$ cat src/rtl/uart_rx_pkg.sv
package uart_rx_pkg;

    localparam int DATA_MAX = 9;
    localparam int DATA_MIN = 5;

    typedef enum logic [2:0] {
        RX_IDLE,
        RX_START,
        RX_DATA,
        RX_PARITY,
        RX_STOP,
        RX_HOLD
    } rx_state_e;

    typedef struct packed {
        logic frame_err;
        logic parity_err;
    } rx_events_t;

    localparam int FLAG_FRAME  = 0;
    localparam int FLAG_PARITY = 1;

    function automatic logic [3:0] clamp_len(input logic [3:0] len);
        if (len < 4'(DATA_MIN)) return 4'(DATA_MIN);
        if (len > 4'(DATA_MAX)) return 4'(DATA_MAX);
        return len;
    endfunction

    function automatic logic expected_parity(input logic [DATA_MAX-1:0] data,
                                             input logic odd);
        return (^data) ^ odd;
    endfunction

endpackage

$ cat src/rtl/uart_rx_sync.sv
module uart_rx_sync #(
    parameter int STAGES = 2
) (
    input  logic clk,
    input  logic rst,
    input  logic async_in,
    output logic sync_out
);
    logic [STAGES-1:0] chain;

    always_ff @(posedge clk) begin
        if (rst) chain <= '1;
        else     chain <= {chain[STAGES-2:0], async_in};
    end

    assign sync_out = chain[STAGES-1];
endmodule

$ cat src/rtl/uart_rx_core.sv
module uart_rx_core
    import uart_rx_pkg::*;
#(
    parameter int OSR = 16
) (
    input  logic                clk,
    input  logic                rst,
    input  logic                os_tick,
    input  logic                rx,
    input  logic [3:0]          cfg_data_len,
    input  logic                cfg_par_en,
    input  logic                cfg_par_odd,
    input  logic                cfg_two_stop,
    input  logic                cfg_drop_frame,
    input  logic                cfg_drop_parity,
    output rx_events_t          events,
    output logic                start_glitch,
    output logic                push,
    output logic [DATA_MAX-1:0] push_data
);
    localparam int CNT_W = $clog2(OSR);
    localparam logic [CNT_W-1:0] MID  = CNT_W'(OSR/2 - 1);
    localparam logic [CNT_W-1:0] LAST = CNT_W'(OSR - 1);

    rx_state_e           state;
    logic [CNT_W-1:0]    cnt;
    logic [3:0]          idx;
    logic [DATA_MAX-1:0] shreg;
    logic                rx_prev;
    logic                par_bad;
    logic                stop_bad;
    logic [3:0]          len;
    logic                stop_now_bad;
    logic                keep;

    assign len          = clamp_len(cfg_data_len);
    assign stop_now_bad = stop_bad | ~rx;
    assign keep         = ~(stop_now_bad & cfg_drop_frame) & ~(par_bad & cfg_drop_parity);

    always_ff @(posedge clk) begin
        if (rst) begin
            state        <= RX_IDLE;
            cnt          <= '0;
            idx          <= '0;
            shreg        <= '0;
            rx_prev      <= 1'b1;
            par_bad      <= 1'b0;
            stop_bad     <= 1'b0;
            events       <= '0;
            start_glitch <= 1'b0;
            push         <= 1'b0;
            push_data    <= '0;
        end else begin
            events       <= '0;
            start_glitch <= 1'b0;
            push         <= 1'b0;
            if (os_tick) begin
                rx_prev <= rx;
                case (state)
                    RX_IDLE: begin
                        if (rx_prev && !rx) begin
                            state    <= RX_START;
                            cnt      <= '0;
                            shreg    <= '0;
                            par_bad  <= 1'b0;
                            stop_bad <= 1'b0;
                        end
                    end
                    RX_START: begin
                        if (cnt == MID) begin
                            cnt <= '0;
                            idx <= '0;
                            if (rx) begin
                                start_glitch     <= 1'b1;
                                events.frame_err <= 1'b1;
                                state            <= RX_IDLE;
                            end else begin
                                state <= RX_DATA;
                            end
                        end else begin
                            cnt <= cnt + 1'b1;
                        end
                    end
                    RX_DATA: begin
                        if (cnt == LAST) begin
                            cnt        <= '0;
                            shreg[idx] <= rx;
                            if (idx == len - 4'd1) begin
                                idx   <= '0;
                                state <= cfg_par_en ? RX_PARITY : RX_STOP;
                            end else begin
                                idx <= idx + 4'd1;
                            end
                        end else begin
                            cnt <= cnt + 1'b1;
                        end
                    end
                    RX_PARITY: begin
                        if (cnt == LAST) begin
                            cnt     <= '0;
                            par_bad <= (rx != expected_parity(shreg, cfg_par_odd));
                            state   <= RX_STOP;
                        end else begin
                            cnt <= cnt + 1'b1;
                        end
                    end
                    RX_STOP: begin
                        if (cnt == LAST) begin
                            cnt <= '0;
                            if (cfg_two_stop && idx == 4'd0) begin
                                stop_bad <= stop_now_bad;
                                idx      <= 4'd1;
                            end else begin
                                events.frame_err  <= stop_now_bad;
                                events.parity_err <= par_bad;
                                push              <= keep;
                                push_data         <= shreg;
                                state             <= stop_now_bad ? RX_HOLD : RX_IDLE;
                            end
                        end else begin
                            cnt <= cnt + 1'b1;
                        end
                    end
                    RX_HOLD: begin
                        if (rx) state <= RX_IDLE;
                    end
                    default: state <= RX_IDLE;
                endcase
            end
        end
    end

    AST_PUSH_ONE_CYCLE: assert property (@(posedge clk) disable iff (rst)
        push |=> !push);
    AST_GLITCH_NO_PUSH: assert property (@(posedge clk) disable iff (rst)
        start_glitch |-> (!push && events.frame_err));
    AST_HOLD_UNTIL_HIGH: assert property (@(posedge clk) disable iff (rst)
        (state == RX_HOLD && !rx) |=> state == RX_HOLD);
endmodule

$ cat src/rtl/uart_rx_status.sv
module uart_rx_status
    import uart_rx_pkg::*;
(
    input  logic       clk,
    input  logic       rst,
    input  rx_events_t events,
    input  logic       clr_we,
    input  logic [1:0] clr_data,
    output logic [1:0] flags
);
    logic [1:0] set_vec;
    logic [1:0] clr_vec;

    assign set_vec[FLAG_FRAME]  = events.frame_err;
    assign set_vec[FLAG_PARITY] = events.parity_err;
    assign clr_vec              = clr_we ? clr_data : 2'b00;

    always_ff @(posedge clk) begin
        if (rst) flags <= '0;
        else     flags <= (flags & ~clr_vec) | set_vec;
    end

    generate
        for (genvar b = 0; b < 2; b++) begin : g_chk
            AST_SET_WINS: assert property (@(posedge clk) disable iff (rst)
                set_vec[b] |=> flags[b]);
            AST_STICKY: assert property (@(posedge clk) disable iff (rst)
                (flags[b] && !clr_vec[b]) |=> flags[b]);
            AST_CLEARS: assert property (@(posedge clk) disable iff (rst)
                (clr_vec[b] && !set_vec[b]) |=> !flags[b]);
        end
    endgenerate
endmodule

$ cat src/rtl/uart_rx_engine.sv
module uart_rx_engine
    import uart_rx_pkg::*;
#(
    parameter int OSR         = 16,
    parameter int SYNC_STAGES = 2
) (
    input  logic                clk,
    input  logic                rst,
    input  logic                os_tick,
    input  logic                rx_line,
    input  logic [3:0]          cfg_data_len,
    input  logic                cfg_par_en,
    input  logic                cfg_par_odd,
    input  logic                cfg_two_stop,
    input  logic                cfg_drop_frame,
    input  logic                cfg_drop_parity,
    input  logic                sts_clr_we,
    input  logic [1:0]          sts_clr_data,
    output logic [1:0]          sts_flags,
    output logic                fifo_wr_en,
    output logic [DATA_MAX-1:0] fifo_wr_data
);
    logic       rx_s;
    rx_events_t ev;
    logic       glitch;

    uart_rx_sync #(.STAGES(SYNC_STAGES)) u_sync (
        .clk(clk), .rst(rst), .async_in(rx_line), .sync_out(rx_s)
    );

    uart_rx_core #(.OSR(OSR)) u_core (
        .clk(clk), .rst(rst), .os_tick(os_tick), .rx(rx_s),
        .cfg_data_len(cfg_data_len), .cfg_par_en(cfg_par_en),
        .cfg_par_odd(cfg_par_odd), .cfg_two_stop(cfg_two_stop),
        .cfg_drop_frame(cfg_drop_frame), .cfg_drop_parity(cfg_drop_parity),
        .events(ev), .start_glitch(glitch),
        .push(fifo_wr_en), .push_data(fifo_wr_data)
    );

    uart_rx_status u_status (
        .clk(clk), .rst(rst), .events(ev),
        .clr_we(sts_clr_we), .clr_data(sts_clr_data), .flags(sts_flags)
    );

    AST_UPPER_ZERO: assert property (@(posedge clk) disable iff (rst)
        fifo_wr_en |-> ((fifo_wr_data >> clamp_len(cfg_data_len)) == '0));
    AST_DROP_FRAME: assert property (@(posedge clk) disable iff (rst)
        (ev.frame_err && cfg_drop_frame) |-> !fifo_wr_en);
    AST_DROP_PARITY: assert property (@(posedge clk) disable iff (rst)
        (ev.parity_err && cfg_drop_parity) |-> !fifo_wr_en);
endmodule

$ cat config.mk
export PLATFORM = sky130hd
export DESIGN_NAME = uart_rx_engine
export DESIGN_NICKNAME = d
export VERILOG_FILES = /design/src/rtl/uart_rx_pkg.sv /design/src/rtl/uart_rx_sync.sv /design/src/rtl/uart_rx_core.sv /design/src/rtl/uart_rx_status.sv /design/src/rtl/uart_rx_engine.sv
export SDC_FILE = /design/constraint.sdc
export NUM_CORES = 1
export LEC_CHECK = 0
export BUFFER_PORTS_ARGS = -buffer_cell sky130_fd_sc_hd__clkbuf_2
export CAP_MARGIN = 20
export CELL_PAD_IN_SITES_DETAIL_PLACEMENT = 1
export CELL_PAD_IN_SITES_GLOBAL_PLACEMENT = 2
export CORE_UTILIZATION = 30
export CTS_BUF_LIST = sky130_fd_sc_hd__clkbuf_16
export DETAILED_ROUTE_END_ITERATION = 7
export PLACE_DENSITY = 0.76
export SETUP_SLACK_MARGIN = 0.4
export SKIP_CTS_REPAIR_TIMING = 1
export SYNTH_ARGS = -nofsm -noshare
export SYNTH_HDL_FRONTEND = slang
export SYNTH_SLANG_ARGS = --single-unit
$ cat constraint.sdc
create_clock -name clk -period 2.7 [get_ports clk]
set_input_delay 0.27 -clock clk [delete_from_list [all_inputs] [get_ports clk]]
set_output_delay 0.27 -clock clk [all_outputs]
set_load 0.01 [all_outputs]
Word level (Yosys, flattened, before mapping) --
Index checks and enable logic that the tools add are counted.
Operators by class: $add $sub $neg 3, $lt $le $gt $ge 4, equality and inequality tests 18, muxes and demuxes 47, bitwise logic cells 15, reduce and logical (&&, ||, !) cells 22
Operator list (count):
- two-way mux 4 bit | 12
- two-way mux 3 bit | 10
- one-hot mux 4 bit (3 select lines) | 2
- two-way mux 9 bit | 2
- one-hot mux 3 bit (6 select lines) | 1
- one-hot mux 9 bit (2 select lines) | 1
- inequality test 2 x 1 -> 1 bit, second input constant | 7
- AND reduction 4 bit | 3
- two-way mux 1 bit | 10
- bitwise mux 9 bit | 1
- AND reduction 9 bit | 1
- XOR reduction 9 bit | 1
- adder 4 x 1 -> 4 bit, second input constant | 2
- two-way mux 2 bit | 4
- inverter 1 bit | 7
- equality test 3 x 2 -> 1 bit, second input constant | 2
- equality test 3 bit, second input constant | 2
- one-hot mux 1 bit (2 select lines) | 3
- AND reduction 6 bit | 1
- nonzero test 2 bit | 3
- nonzero test 3 bit | 2
- less-than comparator 4 x 5 -> 1 bit, second input constant | 1
- AND reduction 5 bit | 1
- OR reduction 5 bit | 1
- other kinds (24) | 29
Storage, ports and cells: bits in registers 39, input port bits 16, output and inout port bits 12, word-level logic and storage cells 122

Logic depth before layout (Yosys ltp) --
Gate-level depths: netlist (run 1).
depth in word-level cells 10, depth in mapped cells 8, mapped depth without buffers 8

By module --
From an unflattened synthesis (run 1), not the netlist that was laid out.
Second synthesis, totals: cells, all modules 280, area total of the unflattened synthesis 2267.2 um^2
By module, submodules not included:
- uart_rx_core | times used 1, cells each 268, area an instance 2142.1 um^2, sequential area each 720.7 um^2
- uart_rx_status | times used 1, cells each 8, area an instance 72.6 um^2, sequential area each 40.0 um^2
- uart_rx_sync | times used 1, cells each 4, area an instance 52.6 um^2, sequential area each 40.0 um^2

Worst setup path before layout (run 1) --
Ideal clock, no wire load.
path type input to register, start in cfg_data_len[1], end reg u_core.idx[1], setup time 116 ps, data arrival time 1954 ps, data required time 2584 ps, setup slack 630 ps, stages 8, path buffers 0, cells stage by stage or3b_1 a21oi_1 ha_1 xnor3_1 nor2_1 nand4_2 and2_1 a41o_1
On the way: longest elaborated chain between the ends 10, elaborated cells on any way between the ends 13, classes of those cells add/sub (1); order compare (2); eq/ne (1); mux (9)
Ends and longest elaborated chain:
- start: declaration | line uart_rx_engine.sv:11 | input logic [3:0] cfg_data_len,
- > comparator 4 bit | line uart_rx_pkg.sv:25 | if (len > 4'(DATA_MAX)) return 4'(DATA_MAX);
- two-way mux 1 bit (2 in a row) | line uart_rx_pkg.sv:25
- two-way mux 4 bit | line uart_rx_pkg.sv:26 | return len;
- two-way mux 4 bit * | line uart_rx_pkg.sv:25
- subtractor 4 x 1 -> 4 bit * | line uart_rx_core.sv:88 | if (idx == len - 4'd1) begin
- equality test 4 bit * | line uart_rx_core.sv:88
- two-way mux 4 bit * | line uart_rx_core.sv:88
- two-way mux 4 bit * | line uart_rx_core.sv:85 | if (cnt == LAST) begin
- one-hot mux 4 bit (3 select lines) * | line uart_rx_core.sv:59 | case (state)
- end signal: assignment | line uart_rx_core.sv:92 | idx <= idx + 4'd1;
- end: declaration | line uart_rx_core.sv:27 | logic [3:0] idx;
Mark *: on every way between the ends. The rest lies on a longest branch, timed or not. The select of a mux whose other input is x is not followed. A chain may end at the register's enable or synchronous reset.

Worst setup path in the final report (run 1) --
start reg u_core.idx[1], end reg u_core.state[1]
On the way: longest elaborated chain between the ends 4, elaborated cells on any way between the ends 6, classes of those cells eq/ne (3); reduce/logical (3)
Ends and longest elaborated chain:
- logical NOT 4 bit | line uart_rx_core.sv:110 | if (cfg_two_stop && idx == 4'd0) begin
- logical AND 1 bit | line uart_rx_core.sv:110
- inequality test 2 bit (no line)
- AND reduction 9 bit (no line) *
- end signal: assignment | line uart_rx_core.sv:90 | state <= cfg_par_en ? RX_PARITY : RX_STOP;
- end signal: assignment | line uart_rx_core.sv:118 | state <= stop_now_bad ? RX_HOLD : RX_IDLE;
- end: declaration | line uart_rx_core.sv:25 | rx_state_e state;
Mark *: on every way between the ends. The rest lies on a longest branch, timed or not.

==> results of run 1 <==
==> cells by family (layout without fill, tap and decap cells) <==
| group | Yosys count | after routing | synth area share, % |
|---|---|---|---|
| AND/OR/NAND/NOR | 110 | 110 | 26.5 |
| multiplexers | 11 | 11 | 4.89 |
| XOR/XNOR | 14 | 14 | 7.00 |
| flip-flops | 39 | 39 | 34.6 |
| buffers and inverters | 21 | 46 | 5.66 |
| AO/OA/AOI/OAI | 66 | 66 | 17.9 |
| adder cells (fa/ha/maj) | 6 | 6 | 3.33 |
==> sequential cells by signal, summed over array words and instances, names as in the netlist <==
| signal | count |
|---|---|
| u_core.shreg | 9 |
| u_core.stop_bad | 1 |
| u_core.events | 2 |
| u_core.push_data | 9 |
| u_core.rx_prev | 1 |
| u_core.idx | 4 |
| u_core.push | 1 |
| u_core.state | 3 |
| u_status.flags | 2 |
| u_sync.chain | 2 |
| u_core.cnt | 4 |
| u_core.par_bad | 1 |
==> worst min-delay path by stage <==
stage,start,endpoint,slack (ps)
final,rx_line,u_sync.chain[0],180
after global routing,rx_line,u_sync.chain[0],180
after CTS,rx_line,u_sync.chain[0],180
after detailed placement,u_sync.chain[0],u_sync.chain[1],400
after global placement,u_sync.chain[0],u_sync.chain[1],400
after floorplan,rx_line,u_sync.chain[0],370
==> power by group <==
| group | total, mW | switching, mW | internal, mW |
|---|---|---|---|
| Combinational | 0.251 | 0.150 | 0.101 |
| Clock | 0.678 | 0.242 | 0.436 |
| Sequential | 0.625 | 0.0375 | 0.587 |
| Total | 1.55 | 0.430 | 1.12 |
==> cell usage after synthesis (all sizes together), types with 2 or more instances <==
library cell / number
o211ai: 2
xnor3: 2
nor3b: 3
a31oi: 5
dfxtp: 39
ha: 6
xnor2: 8
buf: 9
o21ai: 15
nor2: 26
or4: 3
mux2i: 11
a211o: 2
o31ai: 3
or2: 5
nand2b: 3
or3b: 2
and3: 5
xor2: 4
nand3: 10
a211oi: 2
nand2: 24
inv: 7
nand4: 6
a221oi: 2
nor3: 5
clkbuf: 5
nor2b: 6
nand3b: 3
a21oi: 26
o311ai: 2
==> layer usage <==
| metal | share of wire [%] | up-vias | track usage (%) |
|---|---|---|---|
| met5 | 0 | - | 0 |
| met4 | 0.35 | 0 | 2.64 |
| met3 | 2.6 | 2 | 3.73 |
| met2 | 46 | 31 | 25.0 |
| met1 | 51 | 988 | 21.7 |
| li1 | - | 1012 | - |
==> metrics by stage <==
| stage | instance area (um2) | util, % | power [mW] | hold slack (ps) |
|---|---|---|---|---|
| detailed placement | 2440 | 33.7 | 0.889 | 398 |
| global route | 2610 | 36.0 | 1.64 | 182 |
| floorplan | 2250 | - | 0.828 | 374 |
| CTS | 2610 | 36.0 | 1.57 | 176 |
| global placement | 2440 | 33.7 | 0.885 | 397 |
| finish | 2610 | 36.0 | 1.55 | 177 |
==> worst max-delay path, delay by kind of cell, from the launching register on <==
family                     cells  cell delay, ps
adders and majority gates      1             260
buffers and inverters          1             110
DFF                            1             350
and+or+nand+nor                2             360
AOI/OAI and AO/OA              3             920
==> area by class of cell <==
cell class,count,area [um2]
timing repair buffer,31,165
multi-input combinational,207,1350
fill,896,4640
clock buffer,5,125
sequential,39,785
clock inverter,3,43.8
inverter,7,26.3
tap,99,124
==> results.tsv, run 1 <==
stage	metric	value	unit
outcome	status	complete, no violations	
place	place_hpwl	4.26	mm
layout	drive_gt1_share	18.2	%
yosys	yosysWarnings	0	
drt	drtPass1Iterations	6	
critical_path	timing.rr.start	u_core.idx[1]	
timing	setup-tns-final	0	ps
place	place_ws	333	ps
critical_path	r2r-end	u_core.state[1]	
power_and_ir_drop	power_density	594	mW/mm2
die	die_y	88.7	um
yosys	yosysTopAreaCell	dfxtp_1	
clock_network	cts_buffer_depth	2	
place	dp.cells	383	
drt	vias	2033	
timing	finalSetupViolCount	0	
critical_path	cp_cell_sequence	inv_1, ha_1, and4bb_2, nor2b_2, o311ai_1, a211oi_1, a221oi_1	
yosys	yosysUniqueCellTypes	58	
hold_path	hold_path_class	input pin to register	
grt	grt_max_degree	23	
layout	final-instance-count-excl-fill	391	
timing	slew_headroom	52.5	%
critical_path	worst_setup_path_start_kind	register	
yosys	ys_ff_latch	39	
timing	rsz0062_at_grt	no	
drt	antenna_left	0	
clock_network	clock_latency	280	ps
timing	fin_ws	592	ps
clock_network	cts_buffers	5	
yosys	syn_area	0.00225	mm2
die	fp.dieArea	0.00786	mm2
layout	area_growth	16.0	%
critical_path	slowest_stage	o311ai_1	
drt	drt_iter0_drc	63	
timing	worst_slew_pin_slew	708	ps
grt	antenna_found_initial	0	
die	start_util	31.1	%
grt	grt_pass1_vias	1890	
critical_path	endpoint	u_core.state[1]	
critical_path	end_kind	register	
critical_path	rrSetupSlack	590	ps
critical_path	ff2ff_path_depth	7	
hold_path	min_path_cells	2	
layout	final_common_cell	dfxtp_1	
grt	grt_usage	15.6	%
grt	grt_pass1_wl	9.40	mm
layout	nets	313	
critical_path	startpoint	u_core.idx[1]	
critical_path	crit_arrival	2290	ps
clock_network	cts_tree	yes	
yosys	synth.area.top_cells	dfxtp_1 (35%), a21oi_1 (5.8%), mux2i_1 (4.9%)	
layout	final_cell_mix	dfxtp_1 (36), clkbuf_2 (27), a21oi_1 (26), nor2_1 (26), nand2_1 (24)	
critical_path	slowest_delay	540	ps
yosys	yosysSeqAreaShare	34.6	%
yosys	async_flop_share	0	%
die	fp-row-count	31	
timing	clock-skew-final	5.30	ps
yosys	synth_top_area_share	34.6	%
power_and_ir_drop	ir_drop	0.278	mV
yosys	synth_edf_count	0	
critical_path	cp.required	2880	ps
drt	routed_via_density	5.20	
clock_network	cts_max_level	2	
drt	drcViolationCount	0	
yosys	synthesis.nets	289	
timing	period_share	78.1	%
timing	period_needed	2110	ps
drt	wirelength	5.72	mm
die	design.core.area	0.00725	mm2
yosys	avgSynthCellArea	8.44	um2
timing	slew_violations	0	
place	io_buffer_count	27	
die	die-width	88.7	um
clock_network	clkSinkCount	39	
power_and_ir_drop	p_leak	1.00	nW
timing	max_freq	0.474	GHz
yosys	syn_inst	267	
critical_path	critPathKind	register to register	
grt	grt.overflow.total	0	
place	gp_congestion	0.754	
clock_network	cts.clk_slew.worst_paths	60	ps
clock_network	cts_root_buf	clkbuf_16	
critical_path	crit_fanout	6	
yosys	dominantRegCellSynth	dfxtp_1	
timing	hold_viol	0	
job	cap_viol_max_count	0	
die	io_pins	28	
layout	n_antenna_cell	0	
drt	avgRoutedWirePerCell	14.6	um
No activity file was read; power rests on OpenSTA's default activity.
==> inputs of run 2 (changes only) <==
Settings changed: PLACE_DENSITY 0.76 to 0.79.
Clock period 2.7 ns to 1.7 ns, I/O delays scaled along.
==> results.tsv, run 2 (synthesis gave the netlist of run 1 again) <==
stage	metric	value	unit	change
outcome	status	finished, violations left		
outcome	failed_checks	negative setup slack		
layout	design_area	0.00337	mm2	+29%
critical_path	timing.rr.start	u_core.idx[0]		
clock_network	cts_tree	yes		
drt	drt_iter0_drc	107		+70%
clock_network	cts_root_buf	clkbuf_16		
drt	antenna_left	0		unchanged
grt	grt_max_degree	15		-35%
timing	period_share	105	%	+27 points
critical_path	crit_family	simple AND/OR/NAND/NOR gates		
drt	vias	2318		+14%
timing	slew_headroom	77.5	%	+25 points
critical_path	timing.critical_path.buf_inv	1		unchanged
timing	max_freq	0.560	GHz	+18%
layout	area_growth	49.4	%	
timing	fin_ws	-85.1	ps	-678 ps
place	io_buffer_count	27		unchanged
power_and_ir_drop	clockPowerShare	34.3	%	-9.3 points
layout	n_antenna_cell	0		unchanged
timing	rsz0062_at_grt	yes		
drt	wirelength	7.34	mm	+28%
layout	drive_gt1_share	46.7	%	+29 points
place	place_hpwl	4.89	mm	+15%
hold_path	hp-start	rx_line		
power_and_ir_drop	internal-power	1.86	mW	+65%
power_and_ir_drop	netSwitchingFraction	31.0	%	+3.4 points
critical_path	rrSetupSlack	-90	ps	-680 ps
critical_path	cp.required	1890	ps	-990 ps
die	die_y	88.7	um	unchanged
die	fp-row-count	31		unchanged
critical_path	crit_fanout	2		-4
grt	grt.overflow.total	0		unchanged
job	cap_viol_max_count	0		unchanged
critical_path	worst_setup_path_start_kind	register		
timing	finalSetupViolCount	12		+12
critical_path	startpoint	u_core.idx[0]		
critical_path	ff2ff_path_depth	7		unchanged
hold_path	hold_end	u_sync.chain[0]		
drt	drtPass1Iterations	4		-2
timing	period_needed	1790	ps	-322 ps
drt	avgRoutedWirePerCell	16.5	um	+13%
layout	reg_top3	u_core.push_data x9, u_core.shreg x9		
hold_path	min_path_cells	2		unchanged
timing	hold_viol	0		unchanged
grt	grt_pass1_wl	10.6	mm	+13%
die	die-width	88.7	um	unchanged
place	dpl_cell_area	0.00293	mm2	+20%
power_and_ir_drop	p_leak	1.34	nW	+33%
layout	final_cell_mix	buf_4 (45), clkbuf_2 (26), dfxtp_1 (26), nor2_1 (25), a21oi_1 (23)		
layout	final_common_cell	buf_4		
clock_network	clock_latency	280	ps	about the same
place	gp_congestion	0.803		+6.5%
die	fp.dieArea	0.00786	mm2	unchanged
power_and_ir_drop	ir_drop	0.471	mV	+69%
drt	routed_via_density	5.20		about the same
die	start_util	31.1	%	unchanged
clock_network	clkSinkCount	39		unchanged
grt	antenna_found_initial	0		unchanged
timing	clock-skew-final	9.97	ps	+4.66 ps
power_and_ir_drop	p_seq_share	36.3	%	-3.9 points
clock_network	cts.clk_slew.worst_paths	60	ps	about the same
grt	grt_usage	17.6	%	+1.9 points
clock_network	cts_buffers	5		unchanged
critical_path	r2r-end	u_core.state[2]		
die	io_pins	28		unchanged
power_and_ir_drop	combPwrFrac	29.4	%	+13 points
timing	worst_slew_pin_slew	334	ps	-374 ps
die	design.core.area	0.00725	mm2	unchanged
grt	grt_pass1_vias	2190		+16%
critical_path	slowest_delay	540	ps	about the same
place	dp.cells	429		+12%
power_and_ir_drop	p_switching	0.836	mW	+95%
clock_network	cts_max_level	2		unchanged
timing	setup-tns-final	-344	ps	-344 ps
critical_path	crit_arrival	1980	ps	-310 ps
layout	final-instance-count-excl-fill	446		+14%
hold_path	hold_path_class	input pin to register		
power_and_ir_drop	power_density	800	mW/mm2	+35%
critical_path	critPathKind	register to register		
drt	drcViolationCount	0		unchanged
layout	nets	368		+18%
timing	slew_violations	0		unchanged
critical_path	cp_cell_sequence	inv_4, ha_4, and4bb_2, nor2b_4, o311ai_4, or4_4, o32ai_2		
critical_path	slowest_stage	or4_4		
clock_network	cts_buffer_depth	2		unchanged
critical_path	end_kind	register		
-- run 2: cell types whose count changed in the layout (fill, tap and decap cells not counted), sizes merged --
cell / previous run / this run
clkbuf: 32 / 31
and3: 5 / 6
buf: 4 / 59
inv: 7 / 8
bufinv: 1 / 0
clkinv: 2 / 1
clkinvlp: 0 / 1
-- run 2: area by class of cell --
| cell class | count | area, um2 |
|---|---|---|
| sequential | 39 | 807 |
| tap | 99 | 124 |
| timing repair buffer | 85 | 626 |
| clock inverter | 3 | 16.3 |
| fill | 869 | 3890 |
| clock buffer | 5 | 125 |
| inverter | 7 | 31.3 |
| multi-input combinational | 208 | 1640 |
-- run 2: layer usage --
layer  track usage, %  vias up  routed length (um)
li1                 -     1125                   -
met1             23.5     1160                3470
met2             30.3       28                3680
met3             2.61        5                 140
met4             3.08        0                  45
met5                0        -                   0
-- run 2: power by group through the flow --
stage | logic (mW) | registers (mW) | clock network (mW)
floorplan | 0.436 | 0.966 | 0
global placement | 0.641 | 0.982 | 0
detailed placement | 0.660 | 0.983 | 0
CTS | 0.664 | 0.962 | 0.949
global route | 0.853 | 0.977 | 0.997
finish | 0.792 | 0.977 | 0.924
-- run 2: worst max-delay path by stage --
stage	endpoint	slack, ps	cells past startpoint
2_1_floorplan	u_core.idx[1]	-130	8
3_3_place_gp	u_core.state[0]	-300	9
3_5_place_dp	u_core.state[0]	-400	9
4_1_cts	u_core.state[2]	-160	7
5_1_grt	u_core.push_data[1]	-140	8
6_report	u_core.state[2]	-90	7
-- run 2: worst register-to-register path, stage by stage (launching register included) --
cell and delay (ps):
dfxtp_4 350, inv_4 40, ha_4 150, and4bb_2 250, nor2b_4 160, o311ai_4 110, or4_4 540, o32ai_2 110
-- run 2: stage by stage --
step	power (mW)	setup slack (ps)	hold WS, ps	util (%)
6_report	2.69	-85.1	70.2	46.4
5_1_grt	2.83	-138	74.7	46.4
4_1_cts	2.58	-161	67.1	42.3
3_5_place_dp	1.64	-398	362	40.3
3_3_place_gp	1.62	-297	354	40.3
2_1_floorplan	1.40	-128	257	-
==> inputs of run 3 (changes only) <==
Settings changed: ABC_AREA set to 1, CORE_UTILIZATION 30 to 29, PLACE_DENSITY 0.79 to 0.82.
==> results.tsv, run 3 <==
stage	metric	value	unit	change
job	cap_viol_max_count	0		unchanged
place	dp.cells	477		+11%
yosys	yosysMostFrequentCell	nand2_1		
power_and_ir_drop	ir_drop	0.502	mV	+6.5%
critical_path	slowest_stage	dfxtp_2		
die	fp.dieArea	0.00821	mm2	+4.5%
timing	fin_ws	78.7	ps	+164 ps
clock_network	cts_tree	yes		
layout	final-instance-count-excl-fill	495		+11%
grt	grt.overflow.total	0		unchanged
die	die_y	90.6	um	+2.2%
critical_path	cp_cell_sequence	ha_4, nand2_4, nor2_4, inv_4, nand2_4, nand3_4, nor3_4, buf_12, nand2_4, a21oi_2		
yosys	synthesis.nets	359		+24%
drt	drcViolationCount	0		unchanged
timing	period_share	95.4	%	-9.6 points
critical_path	crit_arrival	1840	ps	-140 ps
yosys	synth_edf_count	0		unchanged
outcome	status	complete, no violations		
drt	drtPass1Iterations	4		unchanged
timing	period_needed	1620	ps	-164 ps
die	start_util	30.8	%	-0.31 points
drt	avgRoutedWirePerCell	13.6	um	-17%
place	place_ws	-216	ps	+182 ps
layout	n_antenna_cell	0		unchanged
die	fp-row-count	31		unchanged
power_and_ir_drop	power_density	1360	mW/mm2	+70%
critical_path	cp.required	1910	ps	+20 ps
yosys	synth-compound-area-share	13.8	%	-4.2 points
layout	design_area	0.00325	mm2	-3.4%
layout	drive_gt1_share	42.2	%	-4.5 points
power_and_ir_drop	p_leak	1.57	nW	+17%
layout	area_growth	42.7	%	
die	die-width	90.6	um	+2.2%
grt	grt_usage	16.7	%	-0.92 points
yosys	async_flop_share	0	%	unchanged
drt	routed_via_density	4.75		-8.6%
drt	wirelength	6.75	mm	-8.1%
critical_path	critPathKind	register to register		
critical_path	end_kind	register		
critical_path	cp_common_cell	nand2_4		
critical_path	slowest_delay	360	ps	-180 ps
clock_network	cts.clk_slew.worst_paths	60	ps	about the same
yosys	synth_top_area_share	34.3	%	-0.38 points
layout	post-route-util	43.9	%	-2.5 points
yosys	ys_ff_latch	39		unchanged
drt	drt_iter0_drc	43		-60%
clock_network	cts_root_buf	clkbuf_16		
layout	reg_top3	u_core.push_data x9, u_core.shreg x9		
yosys	synth.area.top_cells	dfxtp_1 (34%), nand2_1 (13%), nor2_1 (8.6%)		
yosys	yosysSeqAreaShare	34.3	%	-0.38 points
drt	antenna_left	0		unchanged
grt	antenna_found_initial	0		unchanged
critical_path	crit_fanout	8		+6
die	io_pins	28		unchanged
timing	slew_violations	0		unchanged
critical_path	worst_setup_path_start_kind	register		
yosys	yosys-top-cells-count	nand2_1 (77), nor2_1 (52), dfxtp_1 (39)		
yosys	synth_mux_area_share	0	%	-4.9 points
timing	max_freq	0.617	GHz	+10%
timing	worst_slew_pin_slew	418	ps	+84.1 ps
layout	nets	417		+13%
layout	final_cell_mix	nand2_1 (54), nor2_1 (47), dfxtp_1 (32), buf_4 (28), clkbuf_2 (25)		
timing	finalSetupViolCount	0		-12
yosys	yosysTopAreaCell	dfxtp_1		
yosys	synthSimpleGateAreaFrac	35.7	%	+9.2 points
yosys	avgSynthCellArea	6.76	um2	-20%
clock_network	clock_latency	280	ps	about the same
timing	rsz0062_at_grt	yes		
clock_network	cts_buffer_depth	2		unchanged
clock_network	clkSinkCount	39		unchanged
grt	grt_max_degree	20		+5
place	io_buffer_count	27		unchanged
yosys	syn_area	0.00228	mm2	+1.1%
drt	vias	2352		+1.5%
clock_network	cts_buffers	5		unchanged
place	dpl_cell_area	0.00273	mm2	-6.6%
die	design.core.area	0.00741	mm2	+2.1%
hold_path	hold_path_class	input pin to register		
place	gp_congestion	0.778		-3.1%
yosys	yosysUniqueCellTypes	34		-41%
critical_path	crit_family	simple AND/OR/NAND/NOR gates		
yosys	synth_top_family_by_area	simple AND/OR/NAND/NOR gates		
yosys	dominantRegCellSynth	dfxtp_1		
yosys	synthAdderAreaFrac	3.29	%	-0.037 points
timing	slew_headroom	71.9	%	-5.6 points
yosys	yosysWarnings	0		unchanged
critical_path	timing.critical_path.buf_inv	2		+1
clock_network	cts_max_level	2		unchanged
timing	hold_viol	0		unchanged
yosys	synthXorXnorAreaFrac	5.00	%	-2.0 points
place	place_hpwl	4.87	mm	-0.58%
timing	clock-skew-final	4.35	ps	-5.61 ps
grt	grt_pass1_vias	2406		+9.9%
layout	fillers	929		+6.9%
timing	setup-tns-final	0	ps	+344 ps
layout	final_common_cell	nand2_1		
grt	grt_pass1_wl	11.2	mm	+5.2%
yosys	syn_inst	337		+26%
[run 3: cell types whose count changed after synthesis, moves of 10 or more]
cell | previous run | this run
inv_1 | 6 | 26
inv_2 | 1 | 12
nor2_1 | 26 | 52
nand2_1 | 24 | 77
nand3_1 | 10 | 20
o21ai_0 | 5 | 16
mux2i_1 | 11 | 0
[run 3: final cells by class]
class	count	area (um2)	share of cell area, %
multi-input cells	253	1590	49.0
well taps	99	124	3.81
repair buffers	58	409	12.6
clock inverters	2	8.76	0.269
clock buffers	6	150	4.62
flip-flops and latches	39	802	24.7
inverters	38	165	5.08
[run 3: where the power goes]
part / internal [mW] / total (mW) / switching, mW
logic: 0.859 / 2.27 / 1.41
registers: 1.04 / 1.17 / 0.136
clock network: 0.625 / 0.994 / 0.369
[run 3: cell families (layout without fill, tap and decap cells)]
logic type               after synthesis  after routing
AO/OA/AOI/OAI                         57             57
adder cells (fa/ha/maj)                6              6
buffers and inverters                 45            104
XOR/XNOR                              13             13
AND/OR/NAND/NOR                      177            177
flip-flops                            39             39
[run 3: routing by layer]
layer | part of all wire, % | vias to the layer above | wire length [um] | track usage, %
met1 | 44 | 1115 | 2990 | 20.2
li1 | - | 1204 | - | -
met3 | 2.3 | 6 | 153 | 2.53
met5 | 0 | - | 0 | 0
met4 | 1.1 | 0 | 75 | 4.44
met2 | 52 | 27 | 3530 | 30.4
[run 3: path summary, 6_finish.rpt]
kind | startpoint | endpoint | slack [ps] | cells past startpoint
min | rx_line | u_sync.chain[0] | 90 | 2
min reg2reg | u_sync.chain[0] | u_sync.chain[1] | 410 | 1
max | u_core.cnt[1] | u_core.shreg[8] | 80 | 10
max reg2reg | u_core.cnt[1] | u_core.shreg[8] | 80 | 10
[run 3: per-stage QoR]
step                      hold WS, ps  power, mW
final                            92.4       4.43
after global routing             88.1       4.74
after CTS                        90.4       4.03
after detailed placement          376       2.99
after global placement            353       2.96
after floorplan                   274       2.50
[run 3: worst reg2reg max path, stage by stage (launching register included)]
cell and delay (ps):
dfxtp_2 360, ha_4 150, nand2_4 70, nor2_4 120, inv_4 70, nand2_4 90
nand3_4 100, nor3_4 220, buf_12 180, nand2_4 60, a21oi_2 140
